<file path="config.mk">
export PLATFORM = sky130hd
export DESIGN_NAME = mat_table
export DESIGN_NICKNAME = d
export VERILOG_FILES = /design/src/rtl/mat_pkg.sv /design/src/rtl/mat_pick.sv /design/src/rtl/mat_cam.sv /design/src/rtl/mat_table.sv
export SDC_FILE = /design/constraint.sdc
export NUM_CORES = 1
export LEC_CHECK = 0
export BUFFER_PORTS_ARGS = -buffer_cell sky130_fd_sc_hd__buf_2
export CELL_PAD_IN_SITES_DETAIL_PLACEMENT = 1
export CELL_PAD_IN_SITES_GLOBAL_PLACEMENT = 1
export CORE_UTILIZATION = 49
export CTS_CLUSTER_SIZE = 8
export DETAILED_ROUTE_END_ITERATION = 7
export HOLD_SLACK_MARGIN = 0.02
export PLACE_DENSITY_LB_ADDON = 0.1
export RECOVER_POWER = 50
export SLEW_MARGIN = 20
export SYNTH_ARGS = -nofsm -noshare
export SYNTH_HDL_FRONTEND = slang
export SYNTH_SLANG_ARGS = --single-unit
export TNS_END_PERCENT = 20
</file>
<file path="constraint.sdc">
create_clock -name clk -period 7.16 [get_ports clk]
set_input_delay 1.432 -clock clk [delete_from_list [all_inputs] [get_ports clk]]
set_output_delay 1.432 -clock clk [all_outputs]
set_load 0.05 [all_outputs]
</file>
<file path="src/rtl/mat_pkg.sv">
`timescale 1ns/1ps
package mat_pkg;
  typedef enum logic [2:0] {
    OP_IDLE  = 3'd0,
    OP_READ  = 3'd1,
    OP_ATOM  = 3'd2,
    OP_FILL  = 3'd3,
    OP_AREPL = 3'd4,
    OP_TRIG  = 3'd5,
    OP_WRBK  = 3'd6,
    OP_WBACK = 3'd7
  } mat_op_e;

  typedef enum logic [1:0] {
    SL_FREE = 2'd0,
    SL_RD   = 2'd1,
    SL_ATOM = 2'd2,
    SL_WB   = 2'd3
  } mat_slot_e;
endpackage

</file>
<file path="src/rtl/mat_pick.sv">
`timescale 1ns/1ps
module mat_pick #(
  parameter int N = 4,
  localparam int IW = (N > 1) ? $clog2(N) : 1
) (
  input  logic          clk,
  input  logic          rst_n,
  input  logic [N-1:0]  req,
  output logic          any,
  output logic [IW-1:0] idx
);
  logic [N-1:0] gnt;

  always_comb begin
    gnt = '0;
    idx = '0;
    for (int i = N - 1; i >= 0; i--) begin
      if (req[i]) begin
        gnt = '0;
        gnt[i] = 1'b1;
        idx = IW'(i);
      end
    end
  end

  assign any = |req;

  AST_PICK_LOWEST: assert property (@(posedge clk) disable iff (!rst_n)
    any |-> (req[idx] && ((req & (gnt - 1'b1)) == '0)));
endmodule

</file>
<file path="src/rtl/mat_cam.sv">
`timescale 1ns/1ps
module mat_cam #(
  parameter int N  = 4,
  parameter int AW = 16,
  localparam int IW = (N > 1) ? $clog2(N) : 1
) (
  input  logic                 clk,
  input  logic                 rst_n,
  input  logic [N-1:0]         live,
  input  logic [N-1:0][AW-1:0] tags,
  input  logic [AW-1:0]        key,
  output logic                 hit,
  output logic [IW-1:0]        hit_idx
);
  logic [N-1:0] match;

  for (genvar g = 0; g < N; g++) begin : g_cmp
    assign match[g] = live[g] && (tags[g] == key);
  end

  mat_pick #(.N(N)) u_enc (
    .clk  (clk),
    .rst_n(rst_n),
    .req  (match),
    .any  (hit),
    .idx  (hit_idx)
  );

  AST_UNIQUE_TAG: assert property (@(posedge clk) disable iff (!rst_n)
    $countones(match) <= 1);
endmodule

</file>
<file path="src/rtl/mat_table.sv">
`timescale 1ns/1ps
module mat_table
  import mat_pkg::*;
#(
  parameter int NUM_ENT = 4,
  parameter int ADDR_W  = 16,
  parameter int REQ_N   = 4,
  parameter int CNT_W   = 4,
  localparam int IW     = (NUM_ENT > 1) ? $clog2(NUM_ENT) : 1,
  localparam int RID_W  = (REQ_N > 1) ? $clog2(REQ_N) : 1
) (
  input  logic              clk,
  input  logic              rst_n,
  input  logic              cmd_valid,
  input  logic [2:0]        cmd_op,
  input  logic [ADDR_W-1:0] cmd_addr,
  input  logic [RID_W-1:0]  cmd_req,
  output logic              hit,
  output logic              full,
  output logic              stall,
  output logic              mem_req,
  output logic              fill_valid,
  output logic [REQ_N-1:0]  req_mask,
  output logic              done_valid,
  output logic              done_dirty,
  output logic              trig_valid,
  output logic [ADDR_W-1:0] trig_addr,
  output logic              trig_done
);
  localparam logic [CNT_W-1:0] CNT_MAX = '1;

  // reset: asserted asynchronously, released on a clock edge
  logic rst_s1, rst_s;
  always_ff @(posedge clk or negedge rst_n) begin
    if (!rst_n) begin
      rst_s1 <= 1'b0;
      rst_s  <= 1'b0;
    end else begin
      rst_s1 <= 1'b1;
      rst_s  <= rst_s1;
    end
  end

  mat_slot_e                     st_q    [NUM_ENT];
  logic [NUM_ENT-1:0][ADDR_W-1:0] addr_q;
  logic [REQ_N-1:0]              mask_q  [NUM_ENT];
  logic [CNT_W-1:0]              cnt_q   [NUM_ENT];
  logic [NUM_ENT-1:0]            dirty_q;
  logic [NUM_ENT-1:0]            pend_q;
  logic [NUM_ENT-1:0]            live;

  for (genvar g = 0; g < NUM_ENT; g++) begin : g_live
    assign live[g] = (st_q[g] != SL_FREE);
  end

  logic          free_any, pend_any;
  logic [IW-1:0] hit_idx, free_idx, pend_idx, sel;

  mat_cam #(.N(NUM_ENT), .AW(ADDR_W)) u_cam (
    .clk    (clk),
    .rst_n  (rst_s),
    .live   (live),
    .tags   (addr_q),
    .key    (cmd_addr),
    .hit    (hit),
    .hit_idx(hit_idx)
  );

  mat_pick #(.N(NUM_ENT)) u_free (
    .clk  (clk),
    .rst_n(rst_s),
    .req  (~live),
    .any  (free_any),
    .idx  (free_idx)
  );

  mat_pick #(.N(NUM_ENT)) u_trig (
    .clk  (clk),
    .rst_n(rst_s),
    .req  (pend_q),
    .any  (pend_any),
    .idx  (pend_idx)
  );

  assign full       = ~free_any;
  assign trig_valid = pend_any;
  assign trig_addr  = addr_q[pend_idx];
  assign sel        = hit ? hit_idx : free_idx;

  mat_slot_e        cur_st;
  logic [REQ_N-1:0] cur_mask, req_bit;
  logic [CNT_W-1:0] cur_cnt;
  logic             cur_dirty, cur_pend;

  always_comb begin
    cur_st    = hit ? st_q[hit_idx]    : SL_FREE;
    cur_mask  = hit ? mask_q[hit_idx]  : '0;
    cur_cnt   = hit ? cnt_q[hit_idx]   : '0;
    cur_dirty = hit ? dirty_q[hit_idx] : 1'b0;
    cur_pend  = hit ? pend_q[hit_idx]  : 1'b0;
    req_bit   = '0;
    req_bit[cmd_req] = 1'b1;
  end

  assign req_mask = cur_mask;

  // next-state for the one slot a command may touch
  mat_op_e          op;
  logic             wr_en;
  mat_slot_e        n_st;
  logic [REQ_N-1:0] n_mask;
  logic [CNT_W-1:0] n_cnt;
  logic             n_dirty, n_pend;

  assign op = mat_op_e'(cmd_op);

  always_comb begin
    wr_en      = 1'b0;
    n_st       = cur_st;
    n_mask     = cur_mask;
    n_cnt      = cur_cnt;
    n_dirty    = cur_dirty;
    n_pend     = cur_pend;
    stall      = 1'b0;
    mem_req    = 1'b0;
    fill_valid = 1'b0;
    done_valid = 1'b0;
    done_dirty = 1'b0;
    trig_done  = 1'b0;
    if (cmd_valid) begin
      unique case (op)
        OP_READ: begin
          if (hit && cur_st == SL_RD) begin
            wr_en   = 1'b1;
            n_mask  = cur_mask | req_bit;
            mem_req = ($countones(n_mask) == 1);
          end else if (hit || full) begin
            stall = 1'b1;
          end else begin
            wr_en   = 1'b1;
            n_st    = SL_RD;
            n_mask  = req_bit;
            n_cnt   = '0;
            n_dirty = 1'b0;
            n_pend  = 1'b0;
            mem_req = 1'b1;
          end
        end
        OP_ATOM: begin
          if ((hit && cur_st != SL_ATOM) || (!hit && full)) begin
            stall = 1'b1;
          end else begin
            wr_en   = 1'b1;
            n_st    = SL_ATOM;
            n_mask  = (hit ? cur_mask : '0) | req_bit;
            n_cnt   = (hit ? cur_cnt : '0) + 1'b1;
            n_dirty = hit ? cur_dirty : 1'b0;
            n_pend  = hit ? cur_pend : 1'b0;
            mem_req = 1'b1;
          end
        end
        OP_FILL: begin
          if (hit && cur_st == SL_RD) begin
            fill_valid = 1'b1;
            done_valid = 1'b1;
            done_dirty = cur_dirty;
            wr_en      = 1'b1;
            n_st       = SL_FREE;
            n_mask     = '0;
          end
        end
        OP_AREPL: begin
          if (hit && cur_st == SL_ATOM && cur_cnt != '0) begin
            done_valid = 1'b1;
            done_dirty = cur_dirty;
            wr_en      = 1'b1;
            n_cnt      = cur_cnt - 1'b1;
            if (cur_cnt == CNT_W'(1)) n_pend = 1'b1;
          end
        end
        OP_TRIG: begin
          if (hit && cur_pend) begin
            wr_en  = 1'b1;
            n_pend = 1'b0;
            if (cur_cnt == '0) begin
              trig_done = 1'b1;
              n_st      = SL_FREE;
              n_mask    = '0;
            end
          end
        end
        OP_WRBK: begin
          if (hit || full) begin
            stall = 1'b1;
          end else begin
            wr_en   = 1'b1;
            n_st    = SL_WB;
            n_mask  = '0;
            n_cnt   = '0;
            n_dirty = 1'b1;
            n_pend  = 1'b0;
            mem_req = 1'b1;
          end
        end
        OP_WBACK: begin
          done_valid = 1'b1;
          done_dirty = cur_dirty;
          if (hit && cur_st == SL_WB) begin
            wr_en  = 1'b1;
            n_st   = SL_FREE;
            n_mask = '0;
          end
        end
        default: ;
      endcase
    end
  end

  always_ff @(posedge clk or negedge rst_s) begin
    if (!rst_s) begin
      for (int i = 0; i < NUM_ENT; i++) begin
        st_q[i]    <= SL_FREE;
        addr_q[i]  <= '0;
        mask_q[i]  <= '0;
        cnt_q[i]   <= '0;
        dirty_q[i] <= 1'b0;
        pend_q[i]  <= 1'b0;
      end
    end else if (wr_en) begin
      st_q[sel]    <= n_st;
      addr_q[sel]  <= cmd_addr;
      mask_q[sel]  <= n_mask;
      cnt_q[sel]   <= n_cnt;
      dirty_q[sel] <= n_dirty;
      pend_q[sel]  <= n_pend;
    end
  end

  AST_READ_ALLOC_GROWS: assert property (@(posedge clk) disable iff (!rst_s)
    (cmd_valid && op == OP_READ && !hit && !stall)
      |=> $countones(live) == $past($countones(live)) + 1);
  AST_MEMREQ_NOT_STALLED: assert property (@(posedge clk) disable iff (!rst_s)
    mem_req |-> !stall);
  AST_FILL_FREES_SLOT: assert property (@(posedge clk) disable iff (!rst_s)
    fill_valid |=> $countones(live) + 1 == $past($countones(live)));
  AST_NO_CNT_OVERFLOW: assert property (@(posedge clk) disable iff (!rst_s)
    (cmd_valid && op == OP_ATOM && !stall) |-> cur_cnt != CNT_MAX);
  AST_DRAIN_TRIGGERS: assert property (@(posedge clk) disable iff (!rst_s)
    (done_valid && op == OP_AREPL && cur_cnt == CNT_W'(1)) |=> trig_valid);
  AST_FULL_MISS_STALLS: assert property (@(posedge clk) disable iff (!rst_s)
    (cmd_valid && full && !hit && (op == OP_READ || op == OP_ATOM || op == OP_WRBK))
      |-> stall);
  AST_STALL_HOLDS_LIVE: assert property (@(posedge clk) disable iff (!rst_s)
    (cmd_valid && stall) |=> $stable(live));
endmodule

</file>
==> results.md <==
* Yosys reg bits at 114
* Total core area at 14,600 µm²
* Most frequent cells in the layout: dfrtp_1 (114), mux2_1 (62), nor2_1 (53)
* CP Max Fanout at 13
* Clk root buf: clkbuf_16
* CTS tree: built
* VDD IR-drop max at 213 µV
* Area of the multi-input gates at 4120 µm²
* Die height at 125 µm
* Critical path startpoint: cmd_addr[13]
* Rel. slew slack at -149%
* Max Cap Viol at 3
* Post-synth top flop: dfrtp_1
* Worst r2r src: rst_s
* Vias per cell at 5.99
* Setup crit end kind: output port
* Detail Route Antenna Nets at 0
* GRT Total Usage at 28.3%
* Syn avg cell area at roughly 11 µm²
* Die area at 15,500 µm²
* Vias at 5,433
* Global-route wire length before repair at between 30 and 40 mm
* Initial DRC Count at 308
* Worst Skew at 0.00453 ns
* First drt pass iteration count at 4
* Final Max Slew Viols at about 120
* Sequential area share after synthesis at 38.7%
* Combinational share of power at 30.2%
* Setup total negative slack at 0 ns
* Final period util at 96.6%
* Cells along the critical path: buf_2, xnor2_1, nand4_1, nor4_4, o211ai_1, a21oi_2, buf_12, mux2i_1, mux2_2, o21ai_0, fa_1, ha_1, ha_1, nor2_1, a21oi_1, nor2_1, nand2_1, nand2_1, buf_2
* Gr ovfl total at 0
* CP bufs+invs at 3
* Worst-Skew Late Latency at 0.42 ns
* Cell variety after synth at 76
* Reg2Reg Setup Slack at 2.09 ns
* Die W at between 100 and 150 µm
* Top Usage Layer GRT: met2
* Clock Sinks at 114
* GRT met2 Usage at about 46%
* IO Port Bufs at 52
* Clk pwr share at 32.6%
* Reg area at 2850 µm²
* Reg2Reg Depth at 1
* Initial Utilization at 50.5%
* # H-tree levels at 4
* Switch Pwr at 0.948 mW
* Layout cells sized above 1 at 24.3%
* WL/cell at 22.7 µm
* # setup viols final at 0
* End of the worst register-to-register path: pend_q[0]
* Tmin final at 6.91 ns
* Design Power at 2.57 mW
* Critical Path AT at 5.48 ns
* Cts bufs inserted at 17
* Hold slack final at 0.367 ns
* GR Layer Usage met3 at 5.80%
* Final net count at between 700 and 800
* Number of antenna violations at the first check in global routing at 0
* FMAX at between 100 and 150 MHz
* Clk buf depth at 2
* Failing checks: max-capacitance violations, max-slew violations
* Int Pwr at 1.62 mW
* DRC Markers at 0
* Critical path class: in -> out
* Worst path slowest cell: fa_1
* Yosys Warn Count at 0
* Mapped cell area at roughly 7400 µm²
* Setup crit end: mem_req
* M1 GR Usage at 38.3%
* IO Count at 53
* Syn-to-layout area delta at 11.9%
* Ys async rst share at 100%
* Largest net degree at the start of global routing at 70
* Number of diodes at 0
* Max stage delay on crit path at roughly 0.47 ns
* Filler cell count at 1,590
* Delay-heaviest family, CP: simple AND/OR/NAND/NOR gates
* Synth Net Count at 693
* Row count at 44
* Worst Setup Start Kind: primary input
* Post-Synthesis Cells at 663
* Commonest non-fill, non-tap cell in the layout: dfrtp_1
* HPWL after DPL at 14.2 mm
* Unrepaired setup endpoints after global routing: false
* Leak pwr at 3.61 nW
* Sw Ratio at a little under two fifths
* Status: finished, violations left
* Power Density at between 300 and 400 nW/µm²
* Seq pwr share at 37.2%
* Clock transition at path regs at 0.05 ns
* Levels on crit path at 19
* RePlAce Congestion at 0.838
* Number of synthesized flops with an enable pin at 0
* Slew @ Worst Pin at roughly 3.7 ns
* Final WL at 20.6 mm
* Final core utilization at 56.5%
* Number of global-route vias before repair at a little under 6,000
* Final Hold Vio Count at 0
* Hold-fix buffers, CTS at 0
* HP Class: reg -> reg
* Worst Path Required at 5.73 ns
[metal layers]
layer | vias to the layer above | part of all wire (%)
met5 | - | 0
met4 | 0 | 1.3
met3 | 26 | 3.7
met2 | 99 | 49
met1 | 2790 | 46
li1 | 2518 | -
[sequential cells by signal, summed over array words and instances, names as in the netlist]
register and flops:
mask_q 16, rst_s1 1, dirty_q 4, rst_s 1
pend_q 4, st_q 8, cnt_q 16, addr_q 64
[worst min path at each step]
stage	start	slack [ns]	cells past startpoint	end
6_report	rst_s1	0.37	0	rst_s
5_1_grt	rst_s1	0.38	0	rst_s
4_1_cts	rst_s	0.36	0	mask_q[5]
3_5_place_dp	rst_s	0.35	0	mask_q[0]
3_3_place_gp	rst_s	0.34	0	mask_q[0]
2_1_floorplan	rst_s1	0.33	0	rst_s
[cell families after synthesis]
logic type / Yosys count / synth area share (%)
simple gates: 183 / 14.0
mux: 117 / 20.2
compound gates: 116 / 12.4
flops: 114 / 38.7
xor+xnor: 68 / 8.09
buf+inv: 58 / 5.45
fa+ha+maj: 6 / 1.12
other cells: 1 / 0.0509
[synthesized netlist by cell type (6+ instances only)]
library cell	count	area share (%)
dfrtp_1	114	39
o21ai_0	17	1.2
and3_1	6	0.51
nand2_1	34	1.7
inv_1	10	0.51
xnor2_1	19	2.3
mux4_2	16	4.9
o31ai_1	8	0.82
nor2_1	53	2.7
mux2_1	62	9.5
mux2i_1	9	1.2
xor2_1	49	5.8
nand2b_1	10	0.85
nor4_2	6	1.0
a21oi_1	27	1.8
buf_6	20	3.1
mux2_2	30	4.6
nand4_1	8	0.68
buf_2	12	0.82
clkbuf_1	7	0.36
nand3_1	21	1.4
nor3_1	12	0.82
[power by group through the flow]
stage	Clock (mW)	Sequential, mW	Combinational (mW)
final	0.838	0.956	0.776
after global routing	0.875	0.981	0.831
after CTS	0.848	0.957	0.788
after detailed placement	0	0.962	0.772
after global placement	0	0.946	0.750
after floorplan	0	0.921	0.613
[stage by stage]
stage	setup slack (ns)	cell area, µm²	std cells
2_1_floorplan	0.473	7370	663
3_3_place_gp	0.313	7670	874
3_5_place_dp	0.174	7670	874
4_1_cts	0.134	8260	906
5_1_grt	0.0163	8240	907
6_report	0.246	8240	907
[layout make-up]
class / instances / share of cell area [%]
repair buffers: 72 / 4.84
clock buffers: 19 / 5.50
inverters: 14 / 0.638
multi-input cells: 491 / 50.0
clock inverters: 13 / 1.62
well taps: 184 / 2.79
flip-flops and latches: 114 / 34.6
[timing repair]
| item | CTS | global route |
|---|---|---|
| setup endpoints to repair | 0 | 1 |
| setup buffers | 0 | 1 |
| gates resized for setup | 0 | 2 |
Note: power is estimated with default switching activity, not from simulation.
